**src/rtl/hrb_pkg.sv**
```systemverilog
package hrb_pkg;
    typedef enum logic [2:0] {
        ST_IDLE,
        ST_ISSUE,
        ST_WAIT,
        ST_SIGNAL,
        ST_STREAM,
        ST_DRAIN
    } rd_state_t;
endpackage

```
**src/rtl/hrb_sync.sv**
```systemverilog
module hrb_sync #(
    parameter int             W       = 1,
    parameter logic [W-1:0]   RST_VAL = '0
) (
    input  logic         clk,
    input  logic         rst_n,
    input  logic [W-1:0] din,
    output logic [W-1:0] dout
);
    logic [W-1:0] meta;

    always_ff @(posedge clk or negedge rst_n) begin
        if (!rst_n) begin
            meta <= RST_VAL;
            dout <= RST_VAL;
        end else begin
            meta <= din;
            dout <= meta;
        end
    end
endmodule

```
**src/rtl/hrb_erase_qual.sv**
```systemverilog
module hrb_erase_qual #(
    parameter int MIN_CYC = 25_000_000
) (
    input  logic clk,
    input  logic rst_n,
    input  logic erase_n_s,
    output logic erase_go
);
    localparam int CW = $clog2(MIN_CYC + 1);
    localparam logic [CW-1:0] FIRE_AT = CW'(MIN_CYC - 1);
    localparam logic [CW-1:0] SAT_AT  = CW'(MIN_CYC);

    logic [CW-1:0] low_cnt;

    always_ff @(posedge clk or negedge rst_n) begin
        if (!rst_n) begin
            low_cnt  <= '0;
            erase_go <= 1'b0;
        end else begin
            erase_go <= !erase_n_s && (low_cnt == FIRE_AT);
            if (erase_n_s)
                low_cnt <= '0;
            else if (low_cnt != SAT_AT)
                low_cnt <= low_cnt + 1'b1;
        end
    end
endmodule

```
**src/rtl/hrb_read_fsm.sv**
```systemverilog
module hrb_read_fsm
    import hrb_pkg::*;
#(
    parameter int PAGE_BYTES   = 2048,
    parameter int STS_HOLD_CYC = 75,
    parameter int ADDR_W       = 16
) (
    input  logic              clk,
    input  logic              rst_n,
    input  logic              ctl_low,
    input  logic              rd_rise,
    input  logic              page_ready,
    input  logic              page_clr,
    input  logic [7:0]        seq_byte,
    output logic              read_go,
    output logic              stat_n,
    output logic [ADDR_W-1:0] page_addr,
    output logic [7:0]        host_data,
    output logic              byte_pop,
    output logic              overrun
);
    localparam int BCW = $clog2(PAGE_BYTES + 1);
    localparam int HCW = $clog2(STS_HOLD_CYC + 1);
    localparam logic [BCW-1:0] LAST_CNT = BCW'(PAGE_BYTES);
    localparam logic [HCW-1:0] HOLD_END = HCW'(STS_HOLD_CYC - 1);

    rd_state_t state, state_nx;
    logic [BCW-1:0] byte_cnt;
    logic [HCW-1:0] hold_cnt;
    logic           page_full;
    logic           in_xfer;
    logic           may_over;
    logic           deliver;

    assign page_full = (byte_cnt == LAST_CNT);
    assign deliver   = rd_rise && in_xfer && !page_full;

    // state register
    always_ff @(posedge clk or negedge rst_n) begin
        if (!rst_n)
            state <= ST_IDLE;
        else
            state <= state_nx;
    end

    // next-state logic
    always_comb begin
        state_nx = state;
        unique case (state)
            ST_IDLE:   if (ctl_low) state_nx = ST_ISSUE;
            ST_ISSUE:  state_nx = ST_WAIT;
            ST_WAIT:   if (page_ready) state_nx = ST_SIGNAL;
            ST_SIGNAL: if (hold_cnt == HOLD_END) state_nx = ST_STREAM;
            ST_STREAM: if (page_full) state_nx = ST_DRAIN;
            ST_DRAIN:  if (!ctl_low) state_nx = ST_IDLE;
            default:   state_nx = ST_IDLE;
        endcase
    end

    // Moore outputs
    always_comb begin
        read_go  = 1'b0;
        stat_n   = 1'b1;
        in_xfer  = 1'b0;
        may_over = 1'b0;
        unique case (state)
            ST_ISSUE:  read_go = 1'b1;
            ST_SIGNAL: begin
                stat_n   = 1'b0;
                in_xfer  = 1'b1;
                may_over = 1'b1;
            end
            ST_STREAM: begin
                in_xfer  = 1'b1;
                may_over = 1'b1;
            end
            ST_DRAIN:  may_over = 1'b1;
            default:   ;
        endcase
    end

    // datapath
    always_ff @(posedge clk or negedge rst_n) begin
        if (!rst_n) begin
            hold_cnt  <= '0;
            byte_cnt  <= '0;
            host_data <= '0;
            byte_pop  <= 1'b0;
            overrun   <= 1'b0;
            page_addr <= '0;
        end else begin
            byte_pop <= deliver;
            if (state == ST_SIGNAL)
                hold_cnt <= hold_cnt + 1'b1;
            else
                hold_cnt <= '0;

            if (state == ST_ISSUE)
                byte_cnt <= '0;
            else if (deliver)
                byte_cnt <= byte_cnt + 1'b1;

            if (deliver)
                host_data <= seq_byte;

            if (state == ST_ISSUE)
                overrun <= 1'b0;
            else if (rd_rise && may_over && page_full)
                overrun <= 1'b1;

            if (page_clr)
                page_addr <= '0;
            else if (state == ST_STREAM && page_full)
                page_addr <= page_addr + 1'b1;
        end
    end
endmodule

```
**src/rtl/hrb_page_bridge.sv**
```systemverilog
module hrb_page_bridge #(
    parameter int PAGE_BYTES    = 2048,
    parameter int STS_HOLD_CYC  = 75,
    parameter int ERASE_MIN_CYC = 25_000_000,
    parameter int ADDR_W        = 16
) (
    input  logic              clk,
    input  logic              rst_n,
    input  logic              host_ctl_n,
    input  logic              host_rd,
    input  logic              host_erase_n,
    input  logic              page_clr,
    output logic              host_stat_n,
    output logic [7:0]        host_data,
    output logic              overrun,
    output logic              seq_read_go,
    output logic [ADDR_W-1:0] seq_page_addr,
    input  logic              seq_page_ready,
    input  logic [7:0]        seq_byte,
    output logic              seq_byte_pop,
    output logic              seq_erase_go
);
    logic [2:0] host_s;
    logic       rd_prev;
    logic       rd_rise;

    hrb_sync #(.W(3), .RST_VAL(3'b110)) u_sync (
        .clk  (clk),
        .rst_n(rst_n),
        .din  ({host_ctl_n, host_erase_n, host_rd}),
        .dout (host_s)
    );

    always_ff @(posedge clk or negedge rst_n) begin
        if (!rst_n)
            rd_prev <= 1'b0;
        else
            rd_prev <= host_s[0];
    end
    assign rd_rise = host_s[0] && !rd_prev;

    hrb_read_fsm #(
        .PAGE_BYTES  (PAGE_BYTES),
        .STS_HOLD_CYC(STS_HOLD_CYC),
        .ADDR_W      (ADDR_W)
    ) u_fsm (
        .clk       (clk),
        .rst_n     (rst_n),
        .ctl_low   (!host_s[2]),
        .rd_rise   (rd_rise),
        .page_ready(seq_page_ready),
        .page_clr  (page_clr),
        .seq_byte  (seq_byte),
        .read_go   (seq_read_go),
        .stat_n    (host_stat_n),
        .page_addr (seq_page_addr),
        .host_data (host_data),
        .byte_pop  (seq_byte_pop),
        .overrun   (overrun)
    );

    hrb_erase_qual #(.MIN_CYC(ERASE_MIN_CYC)) u_erase (
        .clk      (clk),
        .rst_n    (rst_n),
        .erase_n_s(host_s[1]),
        .erase_go (seq_erase_go)
    );
endmodule

```
**config.mk**
```make
export PLATFORM = sky130hd
export DESIGN_NAME = hrb_page_bridge
export DESIGN_NICKNAME = d
export VERILOG_FILES = /design/src/rtl/hrb_pkg.sv /design/src/rtl/hrb_sync.sv /design/src/rtl/hrb_erase_qual.sv /design/src/rtl/hrb_read_fsm.sv /design/src/rtl/hrb_page_bridge.sv
export SDC_FILE = /design/constraint.sdc
export NUM_CORES = 1
export LEC_CHECK = 0
export ABC_AREA = 1
export CELL_PAD_IN_SITES_DETAIL_PLACEMENT = 0
export CELL_PAD_IN_SITES_GLOBAL_PLACEMENT = 1
export CORE_ASPECT_RATIO = 1.2
export CORE_MARGIN = 2
export CORE_UTILIZATION = 46
export CTS_CLUSTER_DIAMETER = 40
export DETAILED_ROUTE_END_ITERATION = 7
export DONT_BUFFER_PORTS = 1
export PLACE_DENSITY = 0.85
export SYNTH_ARGS = -nofsm -noshare
export SYNTH_HDL_FRONTEND = slang
export SYNTH_SLANG_ARGS = --single-unit
```
**constraint.sdc**
```tcl
create_clock -name clk -period 2.1 [get_ports clk]
set_input_delay 0.21 -clock clk [delete_from_list [all_inputs] [get_ports clk]]
set_output_delay 0.21 -clock clk [all_outputs]
set_load 0.03 [all_outputs]
```
==> out/summary.md, run 1 <==
The actual slew at the worst max-slew pin works out to 0.5176 ns. Summed over its instances, the top area cell type makes up 42.39% of the synthesized netlist area. The floorplan step defined a die boundary enclosing 10700 um^2. The clock period minus worst slack is 1.728 ns. The number of hold buffers added after CTS was 10. The post-synthesis async set-or-reset flop share was 100.0%; the wire length after detailed routing was 10020 um. The tools report the final critical-path setup slack as 0.3724 ns. Summing the areas of all and, or, nand and nor instances in the mapped netlist gives 37.35% of the synthesized area. Routed wire length per instance: 12.89 um. The most frequent cell after synthesis is nand2_1.

After technology mapping, the gate count stands at 632. The logs give 0 for the total inserted antenna cells and 4546 um^2 for the combined area of all synthesized cells. For the final instance area, the log shows 5060 um^2. After global routing the overflow that remains totals 0. In the routed layout, each cell is associated on average with a via count of 4.961. The run gives 153 as the number of DRC markers in iteration 0. Most used flip-flop cell after synthesis: dfrtp_1. CTS saw 81 sinks. For the final database, setup skew stands at 0.005673 ns. Gates resized during post-CTS repair numbered 0.

The count of flip-flops with a built-in enable after synthesis was 0; the internal power contribution was 0.002823 W. The region available for standard cell placement spans 9564 um^2. Before antenna repair, the detailed router went through 4 iterations.

Share of post-route cells with drive strength above 1: 7.492%. Along the worst path, the maximum fanout reaches 16. The logs give 20.48% for the global routing usage summed across all routing layers and 0 for the antenna violation net count after detailed routing. The filler cells instantiated in the layout total 944. After legalization and detailed placement, the total HPWL measured 7184 um. The row count is 39.

Depth of the worst register-to-register path: 9. Buffers placed on the I/O ports in this run total 0. The first-pass GRT wire length is 17290 um, and the final-layout worst hold slack is -0.4286 ns.

For the setup TNS after final layout, the log shows 0 ns. The logs give 0 for the number of violations of the max-capacitance limit and 65.23% for the headroom to the max-slew limit. Summing over every cut layer, the via total after detailed routing is 3855. The tools report the hold violation total from the final report as 81. Switching power as a share of total power: 32.78%. The commonest cells after synthesis are nand2_1, nor2_1, dfrtp_1. The logs give 0 for the post-CTS setup repair buffer count and 36.6% for the clock network power share. On the worst path, the slowest cell contributes a delay of 0.42 ns. Buffers inserted during clock tree synthesis total 9. Walking the worst path, the cells encountered are inv_1 -> ha_1 -> nand3_1 -> nor2_2 -> nand2_1 -> nand2_4 -> nand2_4 -> nand2_1 -> nand2_1. The die is 94.75 um wide.

The run gives 0 as the number of slew-limit violations in the final report. Entering global routing, the biggest net connects 82 pins. The logic gate share of total power was 15.5%. For the share of power burned in registers, the log shows 47.9%. The tools report the number of nets produced by synthesis as 654.

DRC violations left: 0. Of the total synthesized cell area, the portion taken by full adders, half adders and majority gates is 1.927%. The tools report the clock tree buffer depth as 2. The cell type with the largest total area after synthesis is dfrtp_1. The slowest stage of the critical path is the dfrtp_1 cell.

For the I/O pin count, the log shows 44. The effective utilization at floorplan was 47.53%. Setup repair after global routing left no endpoint under its margin.

The checks that failed: negative hold slack. The kind of start point of the critical path was a flop. Clock latency on the worst-skew pair, taken at its later pin, is 0.33 ns. The run gives 3 as the level count of the clock H-tree.

By area, the combinational part of the netlist is dominated by simple AND/OR/NAND/NOR gates. Before CTS, the worst setup slack after placement is 0.3768 ns. By startpoint and endpoint, the worst setup path is classified as reg -> reg. For the count of nets after finishing, the log shows 671.

The area fraction in compound gates after synthesis is 5.973%, and the share of the synthesized netlist area taken by xor and xnor gates is 2.119%. The worst register-to-register path begins at u_fsm.byte_cnt[0]. In the finished design, the share of the clock period the worst path needs comes to 82.27%. The cell area power density works out to 830.0 nW/um^2. The CTS clock-pin slew for the worst setup and hold paths was 0.06 ns; the count of synthesis-stage warnings from yosys was 0.

At the worst endpoint, the arrival time is 1.95 ns. Cell seen most often among critical-path stages: nand2_1. The mean post-synth cell area is 7.192 um^2.

The cell sitting at the root of the clock tree is a clkbuf_16. The kind of end point of the critical path is a flop. The number of global-route vias before repair came out at 3770. The synthesized netlist contains 33 unique library cells. Routability-driven placement finished with a final weighted congestion of 0.8200.

The endpoint identified for the worst register-to-register timing path is u_fsm.byte_cnt[9]. Summed over all cells, the static leakage comes to 2.348 nW. The switching power summed over all nets is 0.001377 W. The tightest min-delay check is of the in -> async type. The share of the Yosys chip area taken by registers is 44.70%. After synthesis, the cell types taking the most area are dfrtp_1, nand2_1, nor2_1, inv_1, nand3_1. The number of flip-flops and latches in the synthesized netlist works out to 81. In this run the register-to-register setup slack is 0.37 ns.

The die is 112.9 um tall. TritonCTS built the clock tree. The signed area change from the synthesized netlist to the final layout was 11.31%; the worst IR drop on VDD was 0.4251 mV. The flow ran to the end, but the final reports show violations. The logs give 0 for the initial antenna violation count and 0.5788 GHz for the maximum achievable frequency. The data required time at the worst endpoint is 2.32 ns, and the mux contribution to synthesized area is 0%. After detailed placement, the total cell area comes to 4671 um^2. Setup violations remaining at the end of the flow were counted as 0.
==> kinds of logic (layout without fill, tap and decap cells) <==
family,count (synthesis),after routing
and+or+nand+nor,399,399
buffers and inverters,86,108
DFF,81,81
AOI/OAI and AO/OA,48,48
xor gates and xnor gates,11,11
adders and majority gates,7,7
==> final cells by class <==
type,count,area [um^2],area share (%)
multi-input combinational,465,2153,42.56
sequential,81,2032,40.16
inverter,76,286.5,5.663
tap,123,153.9,3.042
timing repair buffer,16,145.1,2.868
clock inverter,5,56.30,1.113
clock buffer,11,232.7,4.599
==> critical path, delay by kind of cell, from the launching register on <==
kind                       cells  cell delay, ns
adders and majority gates      1            0.17
DFF                            1            0.42
and+or+nand+nor                7            0.90
buffers and inverters          1            0.12
==> power by group through the flow <==
stage	sequential (W)	combinational, W	clock [W]
2_1_floorplan	0.00199	0.000559	0
3_3_place_gp	0.00203	0.000633	0
3_5_place_dp	0.00204	0.000646	0
4_1_cts	0.00201	0.000664	0.00158
5_1_grt	0.00203	0.000745	0.00166
6_report	0.00201	0.000653	0.00154
==> routing by layer <==
| layer | GRT usage, % | part of all wire [%] | up-vias |
|---|---|---|---|
| li1 | - | - | 2035 |
| met1 | 25.66 | 46 | 1763 |
| met2 | 34.37 | 50 | 49 |
| met3 | 4.461 | 3.0 | 8 |
| met4 | 7.826 | 1.1 | 0 |
| met5 | 0 | 0 | - |
==> cell usage in the layout (no fill, tap or decap), types with 6 or more instances in the layout <==
| master | netlist | final |
|---|---|---|
| nand2_1 | 198 | 198 |
| nor2_1 | 98 | 98 |
| dfrtp_1 | 77 | 77 |
| inv_1 | 71 | 71 |
| nand3_1 | 52 | 52 |
| o21ai_0 | 18 | 18 |
| nand4_1 | 18 | 18 |
| a21oi_1 | 16 | 16 |
| nor3_1 | 13 | 13 |
| dlygate4sd3_1 | 0 | 10 |
| clkbuf_16 | 0 | 9 |
| xor2_1 | 8 | 8 |
| o21ai_1 | 7 | 7 |
| ha_1 | 7 | 7 |
| buf_4 | 1 | 6 |
==> worst max path at each step <==
stage	startpoint	end	slack, ns	cells after the start
after global placement	u_fsm.byte_cnt[0]	u_fsm.byte_cnt[8]	0.40	9
after global routing	u_fsm.byte_cnt[0]	u_fsm.byte_cnt[5]	0.16	9
after floorplan	u_fsm.page_addr[1]	u_fsm.page_addr[10]	0.60	7
after detailed placement	u_fsm.byte_cnt[0]	u_fsm.byte_cnt[9]	0.38	9
final	u_fsm.byte_cnt[0]	u_fsm.byte_cnt[9]	0.37	9
after CTS	u_fsm.byte_cnt[0]	u_fsm.byte_cnt[9]	0.35	9
==> flip-flops by register name (all words and copies together) (netlist names) <==
| signal | count |
|---|---|
| u_fsm.page_addr | 16 |
| u_fsm.state | 3 |
| u_fsm.byte_pop | 1 |
| u_erase.low_cnt | 25 |
| u_fsm.byte_cnt | 12 |
| u_sync.dout | 3 |
| rd_prev | 1 |
| u_erase.erase_go | 1 |
| u_fsm.host_data | 8 |
| u_fsm.overrun | 1 |
| u_fsm.hold_cnt | 7 |
| u_sync.meta | 3 |
==> stage by stage <==
stage          std cells  hold slack, ns  util, %  power (W)
2_1_floorplan        632        -0.08559        -   0.002554
3_3_place_gp         751        -0.08331    48.84   0.002666
3_5_place_dp         751        -0.08325    48.84   0.002685
4_1_cts              777         -0.4434    52.90   0.004254
5_1_grt              777         -0.4518    52.90   0.004440
6_report             777         -0.4286    52.90   0.004200
No activity file was read; power rests on OpenSTA's default activity.
==> run 2, diff against run 1 <==
- clock period: 2.1 -> 1.6 ns (I/O delays scaled with it)
==> out/summary.md, run 2 (same netlist as run 1, synthesis figures left out) <==
The count of buffers added on input and output ports is 0. The worst path in the final design needs a cycle of 1.538 ns, including I/O delays and setup. Setup repair after global routing could not meet its margin everywhere.

The tools report the vias after detailed routing as 4145. In the layout the commonest cells are nand2_1, nor2_1, dfrtp_1. Measured along the y axis, the die boundary spans 112.9 um.

Area inside the core boundary: 9564 um^2. The congestion estimate from routability-driven global placement came to 0.8716. STA puts the critical path data required time at 1.44 ns. The kind of start point of the critical path is a flop.

For the worst slack after detailed placement, the log shows 0.01987 ns. Initial antenna violation count: 0. Summed over all nets, the half-perimeter wirelength after detailed placement is 7355 um. After clock tree synthesis, the flow added hold-fix buffers numbering 12. The design draws 0.005901 W. The run finished, with violations left. The share of post-route cells with drive strength above 1 was 15.02%; the horizontal die dimension was 94.75 um. Clock-pin slew was measured on the worst setup and hold paths at 0.06 ns.

Counting along the longest clock path gives a buffer depth of 2. The clock root buffer was clkbuf_16. The first routing iteration left 179 violations. Between clock sinks in the finished design, the worst skew comes to 0.006522 ns.

The number of violations of the max-capacitance limit is 0, and the cell area power density is 1072 nW/um^2. The checks that failed: negative hold slack. Setup slack on the critical path of the routed design comes to 0.06230 ns. Counting the buffers created by CTS gives 9. The logs give 0.34 ns for the source-to-sink clock delay at the later pin of the worst-skew pair and 2.580 nW for the standby leakage power. The actual slew at the worst max-slew pin was 0.5193 ns.

After detailed routing, the average wire length per cell comes to 13.16 um. The worst hold path belongs to the class in -> async. The run gives 82 as the pin count of the biggest net entering global routing.

The number of flip-flops under the largest register name is 25. For the effective utilization at floorplan, the log shows 47.53%. The logs give 0 for the antenna violation net count after detailed routing and 0 for the remaining global-route overflow.

The portion of the clock cycle consumed by the worst path in the final layout was 96.11%. Largest register by flop count: u_erase.low_cnt. Across every metal layer, demand over resource in global routing totals 21.50%. STA puts the critical path data arrival time at 1.38 ns. Setup violations remaining at the end of the flow were counted as 0. The clock drives 81 sinks.

The die area was 10700 um^2. For the level count of the clock H-tree, the log shows 3. After detailed routing, the number of vias per cell comes to 5.043. The count of nets after finishing is 716, and the first-pass GRT wire length is 18350 um. STA classifies the critical path endpoint as an output pin. In the final layout, the registers with the most flip-flops are u_erase.low_cnt x25, u_fsm.page_addr x16, u_fsm.byte_cnt x12. Hold violation total from the final report: 81. Leading cell type in the layout, fill and taps excluded: nand2_1. The type of the setup path with the least slack was reg -> out. 44 I/O pins were placed.

The DRC violations left is 0. The number of slew-limit violations in the final report is 0, and the final-layout worst hold slack is -0.4820 ns. IR analysis of the VDD net gives a maximum drop of 0.5836 mV. 0 antenna diodes ended up in the layout.

Headroom to the max-slew limit came out at 65.11%. TritonCTS built the clock tree. The area growth from synthesis to layout is 21.08%. For this block, the routed nets add up to 10820 um of wire. After filler insertion, the fill cell instance count of the layout stands at 937. The worst-path maximum fanout is 8. The maximum achievable frequency is 0.6503 GHz, and the number of global-route vias before repair is 4014. After floorplanning, the core was divided into 39 placement rows. Detailed-router iteration count before antenna repair: 4.

The utilization of the core after routing was 57.55%.
## run 2: cell count changes in the layout (fill, tap and decap cells not counted), moves of 3 or more
cell     delta
buf_4      +38
o21ai_0     -5
o21ai_1     +5
nor2_4      +4
buf_6       +3
dfrtp_1     -3
dfrtp_2     +3
## run 2: final cells by class
type / count / area, um^2 / share of cell area [%]
multi-input cells: 467 / 2250 / 40.87
flip-flops and latches: 81 / 2036 / 36.99
repair buffers: 59 / 484.2 / 8.797
inverters: 76 / 291.5 / 5.297
clock buffers: 11 / 232.7 / 4.228
well taps: 123 / 153.9 / 2.796
clock inverters: 5 / 56.30 / 1.023
## run 2: repair_timing
item,CTS,global route
endpoints found under the setup margin,2,45
setup buffers,0,12
gates cloned,0,2
endpoints found under the hold margin,94,81
resized for setup,4,27
pin swaps,0,4
## run 2: report_power, final
group / internal, W / switching [W]
Combinational: 0.000488 / 0.000733
Clock: 0.00121 / 0.000825
Sequential: 0.00224 / 0.000403
Total: 0.00394 / 0.00196
## run 2: worst paths after layout
check,to,cells after the start,slack (ns),startpoint
min in group clk,u_fsm.page_addr[3],3,0.01,page_clr
max in group asynchronous,u_sync.meta[1],0,1.86,rst_n
setup reg to reg,u_fsm.byte_cnt[0],9,0.09,u_fsm.byte_cnt[1]
setup / recovery,seq_read_go,4,0.06,u_fsm.state[0]
hold / removal,u_fsm.host_data[0],0,-0.48,rst_n
hold reg to reg,u_sync.dout[1],0,0.35,u_sync.meta[1]
## run 2: worst max-delay path: stages (launching register included)
cell and delay, ns:
dfrtp_2 0.43, inv_1 0.09, nor3_4 0.23, buf_6 0.16, buf_6 0.13
## run 2: stage by stage
step | instance area (um^2) | instances | TNS [ns]
final | 5504 | 822 | 0
after global routing | 5504 | 822 | -0.1033
after CTS | 5309 | 808 | 0
after detailed placement | 4888 | 780 | 0
after global placement | 4888 | 780 | 0
after floorplan | 4546 | 632 | 0
## run 2: metal layers
layer	global-route usage, %	part of all wire, %
met5	0	0
met4	6.860	1.5
met2	36.50	50
met3	3.529	2.4
met1	27.94	46
